`config.mk`:
```
export PLATFORM = sky130hd
export DESIGN_NAME = list_walker
export DESIGN_NICKNAME = d
export VERILOG_FILES = /design/src/rtl/list_walker.sv
export SDC_FILE = /design/constraint.sdc
export NUM_CORES = 1
export LEC_CHECK = 0
export BUFFER_PORTS_ARGS = -buffer_cell sky130_fd_sc_hd__buf_2
export CAP_MARGIN = 20
export CORE_MARGIN = 2
export CORE_UTILIZATION = 35
export CTS_CLUSTER_DIAMETER = 40
export DETAILED_ROUTE_END_ITERATION = 7
export PLACE_DENSITY = 0.66
export SYNTH_ARGS = -nofsm -noshare
export SYNTH_HDL_FRONTEND = slang
export SYNTH_SLANG_ARGS = --single-unit
export TNS_END_PERCENT = 30
```
`constraint.sdc`:
```
create_clock -name clk -period 8.5 [get_ports clk]
set_clock_uncertainty 0.05 [all_clocks]
set_input_delay 1.275 -clock clk [delete_from_list [all_inputs] [get_ports clk]]
set_output_delay 1.275 -clock clk [all_outputs]
set_load 0.01 [all_outputs]
```
`src/rtl/list_walker.sv`:
```
module list_walker #(
  parameter int AW    = 32,
  parameter int DW    = 32,
  parameter int WORDS = 8,
  parameter int NEXT  = 5
) (
  input  logic                clk,
  input  logic                rst_n,
  input  logic                go,
  input  logic [AW-1:0]       head_addr,
  input  logic                cancel,
  output logic                mem_req,
  output logic [AW-1:0]       mem_addr,
  input  logic                mem_ack,
  input  logic [DW-1:0]       mem_rdata,
  output logic [WORDS*DW-1:0] cmd_words,
  output logic                cmd_start,
  input  logic                cmd_done,
  output logic                evt_o,
  output logic                busy
);
  localparam int IW = $clog2(WORDS);
  localparam logic [IW-1:0] LAST = IW'(WORDS - 1);
  localparam logic [AW-1:0] ALIGN = ~AW'(3);

  typedef enum logic [1:0] {S_IDLE, S_FETCH, S_GO, S_WAIT} state_t;

  state_t        state;
  logic [IW-1:0] idx;
  logic [AW-1:0] node_q;
  logic          first_q;
  logic [DW-1:0] words [WORDS];

  assign mem_req   = (state == S_FETCH);
  assign mem_addr  = node_q + {{(AW-IW-2){1'b0}}, idx, 2'b00};
  assign cmd_start = (state == S_GO);
  assign busy      = (state != S_IDLE);

  for (genvar g = 0; g < WORDS; g++) begin : g_out
    assign cmd_words[g*DW +: DW] = words[g];
  end

  always_ff @(posedge clk) begin
    if (!rst_n) begin
      state   <= S_IDLE;
      idx     <= '0;
      node_q  <= '0;
      first_q <= 1'b0;
      evt_o   <= 1'b0;
      for (int i = 0; i < WORDS; i++) words[i] <= '0;
    end else begin
      evt_o <= 1'b0;
      if (cancel) begin
        state   <= S_IDLE;
        first_q <= 1'b0;
        idx     <= '0;
      end else begin
        case (state)
          S_IDLE: if (go) begin
            node_q  <= head_addr & ALIGN;
            idx     <= '0;
            first_q <= 1'b1;
            state   <= S_FETCH;
          end
          S_FETCH: if (mem_ack) begin
            words[idx] <= mem_rdata;
            idx        <= idx + 1'b1;
            if (idx == LAST) begin
              state   <= S_GO;
              evt_o   <= first_q;
              first_q <= 1'b0;
            end
          end
          S_GO: state <= S_WAIT;
          S_WAIT: if (cmd_done) begin
            evt_o <= 1'b1;
            idx   <= '0;
            if (words[NEXT][AW-1:0] == '0) begin
              state <= S_IDLE;
            end else begin
              node_q <= words[NEXT][AW-1:0] & ALIGN;
              state  <= S_FETCH;
            end
          end
          default: state <= S_IDLE;
        endcase
      end
    end
  end

  p_addr_step_r2: assert property (@(posedge clk) disable iff (!rst_n)
    (mem_req && mem_ack && !cancel && idx != LAST) |=> mem_addr == $past(mem_addr) + AW'(4));

  p_align_r10: assert property (@(posedge clk) disable iff (!rst_n)
    mem_req |-> mem_addr[1:0] == 2'b00);

  p_start_pulse_r9: assert property (@(posedge clk) disable iff (!rst_n)
    cmd_start |=> !cmd_start);

  p_start_after_fetch_r9: assert property (@(posedge clk) disable iff (!rst_n)
    $rose(cmd_start) |-> $past(mem_req && mem_ack));

  p_cancel_idle_r8: assert property (@(posedge clk) disable iff (!rst_n)
    cancel |=> (!busy && !mem_req && !cmd_start));

  p_done_event_r5: assert property (@(posedge clk) disable iff (!rst_n)
    (busy && !mem_req && !cmd_start && cmd_done && !cancel) |=> evt_o);
endmodule

```
Word level (Yosys, flattened, before mapping)
Memories as Yosys holds them, arrays and structs flattened.
Cells that the tools add are included.
{"block": "word_totals", "ff_bits": 39, "ram_bits": 256, "out_inout_bits": 292, "elab_cells": 62, "memories": 1}
{"block": "op_classes", "n_addsub": 2, "n_eq_ne": 9, "mux": 31, "bitwise": 2, "reduce_logical": 12}
{"memory": "words", "depth": 8, "word_bits": 32, "rd": 8, "rd_ports_with_merged_regs": 0, "wr": 8, "line": "32", "text": "logic [DW-1:0] words [WORDS];"}
{"op": "$mux 32", "count": 4}
{"op": "$pmux 32 s2", "count": 1}
{"op": "$add 32x5->32", "count": 1}
{"op": "$logic_not 32->1", "count": 1}
{"op": "$reduce_or 32->1", "count": 1}
{"op": "$mux 1", "count": 14}
{"op": "$mux 3", "count": 4}
{"op": "$reduce_and 4->1", "count": 3}
{"op": "$pmux 3 s3", "count": 1}
{"op": "$mux 2", "count": 4}
{"op": "$pmux 2 s4", "count": 1}
{"op": "$ne 2x2->1 const B", "count": 3}
{"op": "$reduce_bool 2->1", "count": 3}
{"op": "$reduce_and 5->1", "count": 1}
{"op": "$eq 2x2->1 const B", "count": 2}
{"op": "$ne 2x1->1 const B", "count": 2}
{"op": "$pmux 1 s2", "count": 2}
{"op": "$add 3x1->3 const B", "count": 1}
{"op": "$eq 3x3->1 const B", "count": 1}
{"op": "$reduce_bool 3->1", "count": 1}
{"op": "$eq 2x1->1 const B", "count": 1}
{"op": "$logic_not 2->1", "count": 1}
{"op": "$not 1->1", "count": 2}
{"op": "$reduce_or 2->1", "count": 1}

Longest topological paths before layout
Gate-level depths: netlist of run 1.
{"block": "logic_depth", "depth_word": 7, "mapped_depth": 8}

Least setup slack after synthesis of run 1
Ideal clock, no wire load.
{"block": "synth_path", "path_type": "input-to-reg", "start": "input cancel", "end": "memory words[2][0] (enable)", "arrival_time_ps": 4383, "path_slack_ps": 3602, "stages": 5, "cell_sequence": "nand2b_1 > clkbuf_1 > or3_1 > clkbuf_1 > o21ai_0"}
{"item": "from (decl)", "line": "11", "text": "input logic cancel,"}
{"item": "to (decl)", "line": "32"}

Final worst setup path of run 1
{"block": "layout_path", "start": "register idx[1]", "end": "output mem_addr[28]"}
{"block": "layout_between", "elab_chain_len": 1}
{"item": "from (decl)", "line": "29", "text": "logic [IW-1:0] idx;"}
{"item": "from (signal assigned)", "line": "67", "text": "idx <= idx + 1'b1;"}
{"item": "$add 32x5->32", "line": "35", "text": "assign mem_addr = node_q + {{(AW-IW-2){1'b0}}, idx, 2'b00};"}
{"item": "to (decl)", "line": "13", "text": "output logic [AW-1:0] mem_addr,"}
No other way between the ends.

==> flow_summary.ini, run 1 <==
[routing]
firstDrtPassIters = 4
num_vias = 9235
vias_per_cell = 4.995
antenna_left = 0
wl_met3_mm = 3.213
top_layer_used = met4
wl_met2_mm = 17.59
met1Wirelength_mm = 16.49
wl_per_cell_um = 20.76
drt-initial-drc-count = 479
drc = 0
wl_mm = 38.38

[power_and_ir_drop]
clkPwrFrac_pct = 48.2
leakagePower_nw = 7.095
switchingPower_mw = 0.8837
p_seq_share_pct = 44.5
powerDensity_nw_per_um2 = 223.0
total_power_mw = 3.730
switching_share_pct = 23.69
internal_power_mw = 2.847
combPwrFrac_pct = 7.2
ir_drop_mv = 0.1695

[timing]
tightest_slew_ns = 1.004
tns_ns = 0
setup_violations = 0
slew-limit-headroom_pct = 32.79
hold_viol = 0
min_period_ns = 4.470
rsz0062_at_grt = false
min_period_over_period_pct = 52.59
max_clock_freq_ghz = 0.2237
report.final.slew_viol_count = 0

[final_layout]
area_growth_pct = 30.99
fillCellCount = 3298
multi_input_area_sq_um = 4168
final_util_pct = 46.81
final_nets = 1434
layout_commonest_cell = buf_2
regArea_sq_um = 8428
final_cell_mix = buf_2, and2_1, edfxtp_1, clkbuf_16, nor2_1
fin_cells = 1849
layout-drive-gt1-share_pct = 35.69

[yosys]
synthArstFlopShare_pct = 0
synth.avg_cell_area_sq_um = 12.88
ys_seq_area_share_pct = 65.99
syn_area_sq_um = 12770
synth_enable_flop_cells = 256
syn_inst = 992
ys_warn_count = 0
ys_ff_latch = 293
synth_cell_types = 42
synthFlopType = edfxtp_1

[cts]
cts_sinks = 293
htree_levels = 2
cts_setup_buffers = 0
cts-buffers-inserted = 43
postCtsHoldBufs = 0
cts_tree = done
insertion_delay_ns = 0.55
root_buffer = clkbuf_16
clk_path_buf_depth = 3
cts-resized-gates = 0
clk_pin_slew_ns = 0.06

[global_routing]
grt_max_degree = 63
grt_pass1_vias = 9195
grt_use_total_pct = 19.81
grt_pass1_wl_mm = 56.84
grt_antenna_before_repair = 2
gr-total-overflow = 0

[setup_path]
cp-start-kind = flip-flop
crit_path_cell_trace = fa_1, a21o_1, or4b_1, nor4_1, xor2_1, buf_2
cp_max_fo = 9
slowest_delay_ns = 0.68
crit_arrival_ns = 3.14
end_kind = primary output
required_ns = 7.17
worstSetupPathType = flip-flop to primary output
cp_slowest_cell = dfxtp_1

[place]
place_congestion = 0.8643
hpwl_mm = 26.34
dpl.cell_count = 1762
io_buffers = 357

[status]
status = complete, no violations

[floorplanning]
initial_core_util_pct = 35.73
die_w_um = 195.0
placementRows = 69
die_h_um = 195.0
core_sq_um = 35740
die_area_sq_um = 38040
ioPinCount = 362

[job]
cap_violations = 0

[worst_hold_path]
hold_class = flip-flop to flip-flop
## per-layer routing
layer | track usage (%) | vias to the layer above
met2 | 30.87 | 397
li1 | - | 4253
met5 | 0 | -
met3 | 5.216 | 66
met1 | 26.48 | 4519
met4 | 7.747 | 0
## flip-flops by register name, indices dropped and copies added, names as in the netlist
| register | flops |
|---|---|
| evt_o | 1 |
| first_q | 1 |
| node_q | 30 |
| state | 2 |
| words | 256 |
| idx | 3 |
## synthesized netlist by cell type (all sizes together), types with 2 or more instances
cell | n | area share, %
nor4 | 11 | 0.66
buf | 6 | 0.26
mux2 | 30 | 2.6
nor3 | 42 | 1.7
xor2 | 17 | 1.2
clkbuf | 55 | 1.6
dfxtp | 37 | 5.8
a21oi | 34 | 1.3
nand2b | 8 | 0.39
mux2i | 4 | 0.31
nand2 | 42 | 1.2
a211oi | 2 | 0.12
and2 | 259 | 13
or2 | 2 | 0.098
ha | 10 | 0.98
inv | 11 | 0.32
nand4 | 8 | 0.44
nand3 | 10 | 0.39
or3 | 2 | 0.098
and4 | 3 | 0.21
edfxtp | 256 | 60
xnor2 | 11 | 0.75
nor2b | 33 | 1.6
a221o | 30 | 2.4
a21o | 2 | 0.12
o21ai | 9 | 0.35
nor2 | 49 | 1.4
## worst max-delay path: cells and delay by family, from the launching register on
family | cells | cell delay [ns]
AOI/OAI and AO/OA | 1 | 0.18
and+or+nand+nor | 2 | 1.06
DFF | 1 | 0.68
adders and majority gates | 1 | 0.33
buffers and inverters | 1 | 0.15
xor gates and xnor gates | 1 | 0.19
## metrics by stage
stage                     instance area [sq um]  hold slack [ns]  setup slack (ns)
final                                     16730           0.4542             4.030
after detailed placement                  15120           0.4493             3.622
after CTS                                 16580           0.4572             4.007
after floorplan                           12780           0.4099             3.602
after global routing                      16730           0.4904             3.900
after global placement                    15080           0.4291             3.260
## path summary, 6_finish.rpt
| check | startpoint | endpoint | slack, ns | cells after the start |
|---|---|---|---|---|
| worst min-delay path | first_q$_SDFFE_PP0P_ | first_q$_SDFFE_PP0P_ | 0.45 | 2 |
| worst min register to register | first_q$_SDFFE_PP0P_ | first_q$_SDFFE_PP0P_ | 0.45 | 2 |
| worst max register to register | state[1]$_SDFFE_PP0P_ | words[0][8]$_SDFFCE_PN0P_ | 5.03 | 7 |
| worst max-delay path | idx[1]$_SDFFE_PP0P_ | mem_addr[28] | 4.03 | 6 |
## power by group through the flow
stage	Combinational (mW)	Sequential, mW	Clock, mW
after global placement	0.264	1.69	0
after detailed placement	0.268	1.69	0
after CTS	0.269	1.66	1.83
final	0.270	1.66	1.80
after floorplan	0.112	1.70	0
after global routing	0.290	1.67	1.89
## logic make-up after synthesis
family                   synth area share [%]
flip-flops                              65.99
multiplexers                            2.958
other                                 0.02936
AO/OA/AOI/OAI                           4.516
adder cells (fa/ha/maj)                 1.136
buffers and inverters                   2.214
AND/OR/NAND/NOR                         21.24
XOR/XNOR                                1.920
## layout make-up
cell class / instances / area share, %
timing repair buffer: 376 / 12.30
clock buffer: 50 / 6.716
clock inverter: 29 / 1.989
inverter: 11 / 0.2468
multi-input combinational: 628 / 24.91
sequential: 293 / 50.38
tap: 461 / 3.448
antenna: 1 / 0.01496
Note: power is estimated with default switching activity, not from simulation.
==> run 2, diff against run 1 <==
--- a/config.mk
+++ b/config.mk
@@ -5,13 +5,14 @@
 export SDC_FILE = /design/constraint.sdc
 export NUM_CORES = 1
 export LEC_CHECK = 0
+export ABC_AREA = 1
 export BUFFER_PORTS_ARGS = -buffer_cell sky130_fd_sc_hd__buf_2
 export CAP_MARGIN = 20
 export CORE_MARGIN = 2
 export CORE_UTILIZATION = 35
 export CTS_CLUSTER_DIAMETER = 40
 export DETAILED_ROUTE_END_ITERATION = 7
-export PLACE_DENSITY = 0.66
+export PLACE_DENSITY = 0.69
 export SYNTH_ARGS = -nofsm -noshare
 export SYNTH_HDL_FRONTEND = slang
 export SYNTH_SLANG_ARGS = --single-unit
==> constraint.sdc (replaced) <==
create_clock -name clk -period 3.9 [get_ports clk]
set_clock_uncertainty 0.05 [all_clocks]
set_input_delay 0.585 -clock clk [delete_from_list [all_inputs] [get_ports clk]]
set_output_delay 0.585 -clock clk [all_outputs]
set_load 0.01 [all_outputs]
==> run 2 against run 1 <==
First-iteration DRC count is 35% higher. Global-route usage hardly changed. Utilization is 0.75 points lower. Flip-flop and latch count stayed put. Non-clock buffer count is 4 lower. Synthesized cell count is 1.8% higher. Power is 110% higher. Via count is 4.0% lower. Setup slack worse by 3.3 ns.
==> flow_summary.ini, run 2 <==
[place]
hpwl_mm = 25.03
dpl_cell_area_sq_um = 14030
place_congestion = 0.9112
io_buffers = 357
dpl.cell_count = 1788
place_ws_ns = 0.9770

[setup_path]
end_kind = primary output
cp_slowest_cell = dfxtp_1
cp_max_fo = 6
path_depth = 8
worstSetupPathType = flip-flop to primary output
r2r_cells = 9
required_ns = 3.26
crit_path_cell_trace = ha_1, nand3_1, nand3_1, nand3_1, nor2_1, nand3_1, xnor2_1, buf_2
crit_arrival_ns = 2.52
path_delay_family = simple AND/OR/NAND/NOR gates
crit_buf_inv = 1
cp-start-kind = flip-flop
cp_common_cell = nand3_1
slowest_delay_ns = 0.38

[timing]
max_clock_freq_ghz = 0.3166
setup_violations = 0
rsz0062_at_grt = false
fin_hold_ws_ns = 0.3154
hold_viol = 0
min_period_over_period_pct = 80.99
report.final.slew_viol_count = 0
worst_slack_ns = 0.7415
slew-limit-headroom_pct = 41.06
tightest_slew_ns = 0.8809
tns_ns = 0
min_period_ns = 3.158

[global_routing]
grt_use_total_pct = 19.85
grt_pass1_wl_mm = 52.97
gr-total-overflow = 0
grt_max_degree = 39
grt_pass1_vias = 9112
grt_antenna_before_repair = 0

[routing]
vias_per_cell = 4.765
antenna_left = 0
drc = 0
drt-initial-drc-count = 645
num_vias = 8862
firstDrtPassIters = 5
wl_mm = 35.26
wl_per_cell_um = 18.96

[yosys]
ys_warn_count = 0
synth_enable_flop_cells = 256
synthFlopType = edfxtp_1
synth_cell_types = 32
ys_ff_latch = 293
syn_inst = 1010
synth_most_common_cell = nor2_1
synthArstFlopShare_pct = 0
synth.top_cell.area_share_pct = 65.48
ys_seq_area_share_pct = 71.79
synth_area_leaders = edfxtp_1, nor2_1, dfxtp_1, nand2_1, mux2i_1
synth_top_area_cell = edfxtp_1
synth.avg_cell_area_sq_um = 11.62
syn_area_sq_um = 11740
ys_top_cells_by_count = nor2_1, edfxtp_1, nand2_1

[cts]
cts_setup_buffers = 0
cts-buffers-inserted = 40
insertion_delay_ns = 0.52
root_buffer = clkbuf_16
clk_pin_slew_ns = 0.06
cts_sinks = 293
clk_path_buf_depth = 3
cts_tree = done
postCtsHoldBufs = 0
htree_levels = 2
cts-resized-gates = 0

[final_layout]
largest_reg_flops = 256
layout_commonest_cell = nor2_1
multi_input_area_sq_um = 2908
area_growth_pct = 30.58
antenna_cells = 0
regArea_sq_um = 8428
final_cell_mix = nor2_1, buf_2, edfxtp_1, nand2_1, inv_1
top_regs = words: 256 flops, node_q: 30 flops, idx: 3 flops
design_area_sq_um = 15330
fillCellCount = 3111
final_nets = 1463
fin_cells = 1860
final_util_pct = 46.06
layout-drive-gt1-share_pct = 31.30
top_register = words

[power_and_ir_drop]
ir_drop_mv = 0.3727
leakagePower_nw = 6.835
total_power_mw = 7.707
powerDensity_nw_per_um2 = 502.8

[job]
cap_violations = 0

[floorplanning]
ioPinCount = 362
core_sq_um = 33280
die_area_sq_um = 35020
die_w_um = 187.1
initial_core_util_pct = 35.28
die_h_um = 187.1
placementRows = 67

[worst_hold_path]
hold_class = primary input to flip-flop
whs_path_depth = 3

[status]
status = complete, no violations
==> run 2: changes by cell type in the layout (fill, tap and decap cells not counted), sizes merged, moves of 31 or more <==
cell / delta
inv: +44
nand2: +55
nand3: +31
and2: -258
nor2b: -33
nor2: +317
==> run 2: worst reg2reg max path, cell delays in order, from the launching register on <==
cell	delay, ns
dfxtp_1	0.33
inv_1	0.14
ha_1	0.33
nand2_1	0.10
inv_1	0.09
nand2_1	0.07
nor2_1	0.31
nand2_1	0.10
buf_4	0.28
nand2_2	0.70
==> run 2: layer usage <==
layer / vias to the layer above / share of wire (%) / global-route usage, %
li1: 4109 / - / -
met1: 4276 / 40 / 25.08
met4: 0 / 3.3 / 7.631
met3: 74 / 9.1 / 5.797
met2: 403 / 47 / 32.30
met5: - / 0 / 0
==> run 2: final timing paths <==
kind	slack, ns	to	from
setup / recovery	0.74	mem_addr[25]	idx[2]$_SDFFE_PP0P_
hold / removal	0.32	evt_o$_SDFF_PP0_	cmd_done
setup reg to reg	1.00	words[4][23]$_SDFFCE_PN0P_	state[1]$_SDFFE_PP0P_
hold reg to reg	0.43	node_q[2]$_SDFFE_PN0P_	node_q[2]$_SDFFE_PN0P_
==> run 2: logic make-up after synthesis <==
logic type	synth area share, %
other cells	0.03194
compound gates	0.6820
flops	71.79
xor+xnor	2.089
fa+ha+maj	1.236
simple gates	17.99
buf+inv	3.624
mux	2.558
==> run 2: power breakdown <==
group          leakage, nW  internal [mW]  switching, mW
Clock                0.621           2.20           1.36
Combinational         3.28          0.177          0.370
Sequential            2.93           3.53         0.0744
==> run 2: final cells by class <==
| type | count | share of cell area [%] |
|---|---|---|
| Clock buffer | 46 | 6.815 |
| Clock inverter | 26 | 1.649 |
| Inverter | 63 | 1.543 |
| Multi-Input combinational cell | 612 | 18.97 |
| Sequential cell | 293 | 54.98 |
| Tap cell | 448 | 3.657 |
| Timing Repair Buffer | 372 | 12.39 |
==> run 3, diff against run 2 <==
--- a/config.mk
+++ b/config.mk
@@ -12,7 +12,7 @@
 export CORE_UTILIZATION = 35
 export CTS_CLUSTER_DIAMETER = 40
 export DETAILED_ROUTE_END_ITERATION = 7
-export PLACE_DENSITY = 0.69
+export PLACE_DENSITY = 0.67
 export SYNTH_ARGS = -nofsm -noshare
 export SYNTH_HDL_FRONTEND = slang
 export SYNTH_SLANG_ARGS = --single-unit
==> constraint.sdc (replaced) <==
create_clock -name clk -period 3.25 [get_ports clk]
set_clock_uncertainty 0.05 [all_clocks]
set_input_delay 0.4875 -clock clk [delete_from_list [all_inputs] [get_ports clk]]
set_output_delay 0.4875 -clock clk [all_outputs]
set_load 0.01 [all_outputs]
==> run 3 against run 2 <==
Utilization increased by 0.27 points. Sequential power increased by 20%. Count of clock-buffer cells in the layout increased by 3. Combinational power increased by 22%. Sequential share of layout area decreased by 0.31 points. First-iteration DRC count decreased by 7.1%. Die area unchanged. Non-clock buffer count increased by 7. Critical path depth increased by 2. Global-route usage about the same. Flip-flop and latch count unchanged. Critical endpoint is now mem_addr[30].
==> flow_summary.ini, run 3 (same netlist as run 2, synthesis figures left out) <==
[status]
status = complete, no violations

[timing]
tns_ns = 0
tightest_slew_ns = 0.5861
setup_violations = 0
min_period_over_period_pct = 91.92
max_clock_freq_ghz = 0.3347
worst_slack_ns = 0.2624
report.final.slew_viol_count = 0
fin_hold_ws_ns = 0.2595
rsz0062_at_grt = false
min_period_ns = 2.988
hold_viol = 0
slew-limit-headroom_pct = 60.93

[worst_hold_path]
hold_start = cmd_done
whs_endpoint = evt_o$_SDFF_PP0_
whs_path_depth = 3
hold_class = primary input to flip-flop

[setup_path]
cp-start-kind = flip-flop
cp_max_fo = 7
crit_buf_inv = 2
timing.rr.start = state[1]$_SDFFE_PP0P_
end_kind = primary output
crit_start = idx[1]$_SDFFE_PP0P_
ff2ff_setup_slack_ns = 0.75
cp_slowest_cell = dfxtp_1
path_delay_family = simple AND/OR/NAND/NOR gates
crit_arrival_ns = 2.45
worstSetupPathType = flip-flop to primary output
worstReg2RegEnd = words[1][19]$_SDFFCE_PN0P_
r2r_cells = 9
required_ns = 2.71
slowest_delay_ns = 0.49
cp_common_cell = nand2_1
crit_path_cell_trace = fa_1, nand2_1, nand2_1, nand2_1, inv_1, nand2_2, nor3_4, nand3b_1, xnor2_1, buf_2

[final_layout]
final_cell_mix = nor2_1, buf_2, edfxtp_1, nand2_1, inv_1
largest_reg_flops = 256
layout_commonest_cell = nor2_1
top_regs = words: 256 flops, node_q: 30 flops, idx: 3 flops
layout-drive-gt1-share_pct = 32.02
top_register = words
antenna_cells = 0
fillCellCount = 3078
final_util_pct = 46.33
design_area_sq_um = 15420
final_nets = 1471
area_growth_pct = 31.33

[global_routing]
globalRouteMet1Util_pct = 25.36
gr-total-overflow = 0
grt_use_met3_pct = 5.722
grt_pass1_vias = 8907
grt_pass1_wl_mm = 52.76
grt_use_total_pct = 19.84
grt_antenna_before_repair = 0
grt_max_degree = 39
gr-usage-met2_pct = 32.59
grt.busiest_layer = met2

[cts]
root_buffer = clkbuf_16
cts-buffers-inserted = 41
cts_tree = done
cts_sinks = 293
clk_pin_slew_ns = 0.05
insertion_delay_ns = 0.51
clk_path_buf_depth = 3
htree_levels = 2

[power_and_ir_drop]
powerDensity_nw_per_um2 = 601.0
leakagePower_nw = 6.894
ir_drop_mv = 0.4050

[place]
io_buffers = 357
place_ws_ns = 0.7384
place_congestion = 0.8995
dpl_cell_area_sq_um = 14110
hpwl_mm = 25.18

[routing]
firstDrtPassIters = 7
drc = 0
wl_mm = 35.40
vias_per_cell = 4.765
num_vias = 8891
antenna_left = 0
drt-initial-drc-count = 599
wl_per_cell_um = 18.97

[floorplanning]
die_h_um = 187.1
placementRows = 67
initial_core_util_pct = 35.28
die_w_um = 187.1
core_sq_um = 33280
ioPinCount = 362
die_area_sq_um = 35020

[job]
cap_violations = 0
run 3: final cells by class:
cell class / count / area [sq um] / area share, %
sequential: 293 / 8429 / 54.67
multi-input combinational: 612 / 2913 / 18.89
timing repair buffer: 379 / 1977 / 12.82
clock buffer: 49 / 1056 / 6.849
tap: 448 / 560.5 / 3.635
clock inverter: 22 / 246.5 / 1.599
inverter: 63 / 236.5 / 1.534
run 3: layer usage:
layer | up-vias | routed length, um | part of all wire, %
met2 | 410 | 16870 | 48
met5 | - | 0 | 0
met1 | 4286 | 14210 | 40
met4 | 0 | 1014 | 2.9
li1 | 4121 | - | -
met3 | 74 | 3313 | 9.4
run 3: report_power, final:
part           internal, mW  switching (mW)  total (mW)  leakage [nW]
clock                  2.65            1.62        4.27         0.638
sequential             4.24          0.0911        4.33          2.93
combinational         0.222           0.444       0.666          3.32
total                  7.11            2.16        9.27          6.89
run 3: per-stage QoR:
stage	instances	total power, mW
after floorplan	1011	4.723
after global placement	1795	5.056
after detailed placement	1795	5.069
after CTS	1866	9.339
after global routing	1866	9.570
final	1866	9.267
run 3: repair_timing:
item	CTS	global route
setup buffers	0	0
resized for setup	0	4
setup endpoints to repair	0	8
hold buffers	0	0
run 3: worst register-to-register path: stages, from the launching register on:
cell	delay [ns]
dfxtp_1	0.33
inv_1	0.14
ha_1	0.32
nand2_1	0.08
inv_1	0.08
nand2_1	0.07
nor2_1	0.37
nand2_1	0.16
nand2_2	0.08
buf_4	0.46
run 3: how the worst max path moves through the flow:
stage                                      to  depth (start not counted)
floorplan           words[1][0]$_SDFFCE_PN0P_                          9
global placement                 mem_addr[25]                          8
detailed placement               mem_addr[30]                         11
CTS                              mem_addr[30]                         11
global route                     mem_addr[30]                         11
finish                           mem_addr[30]                         10
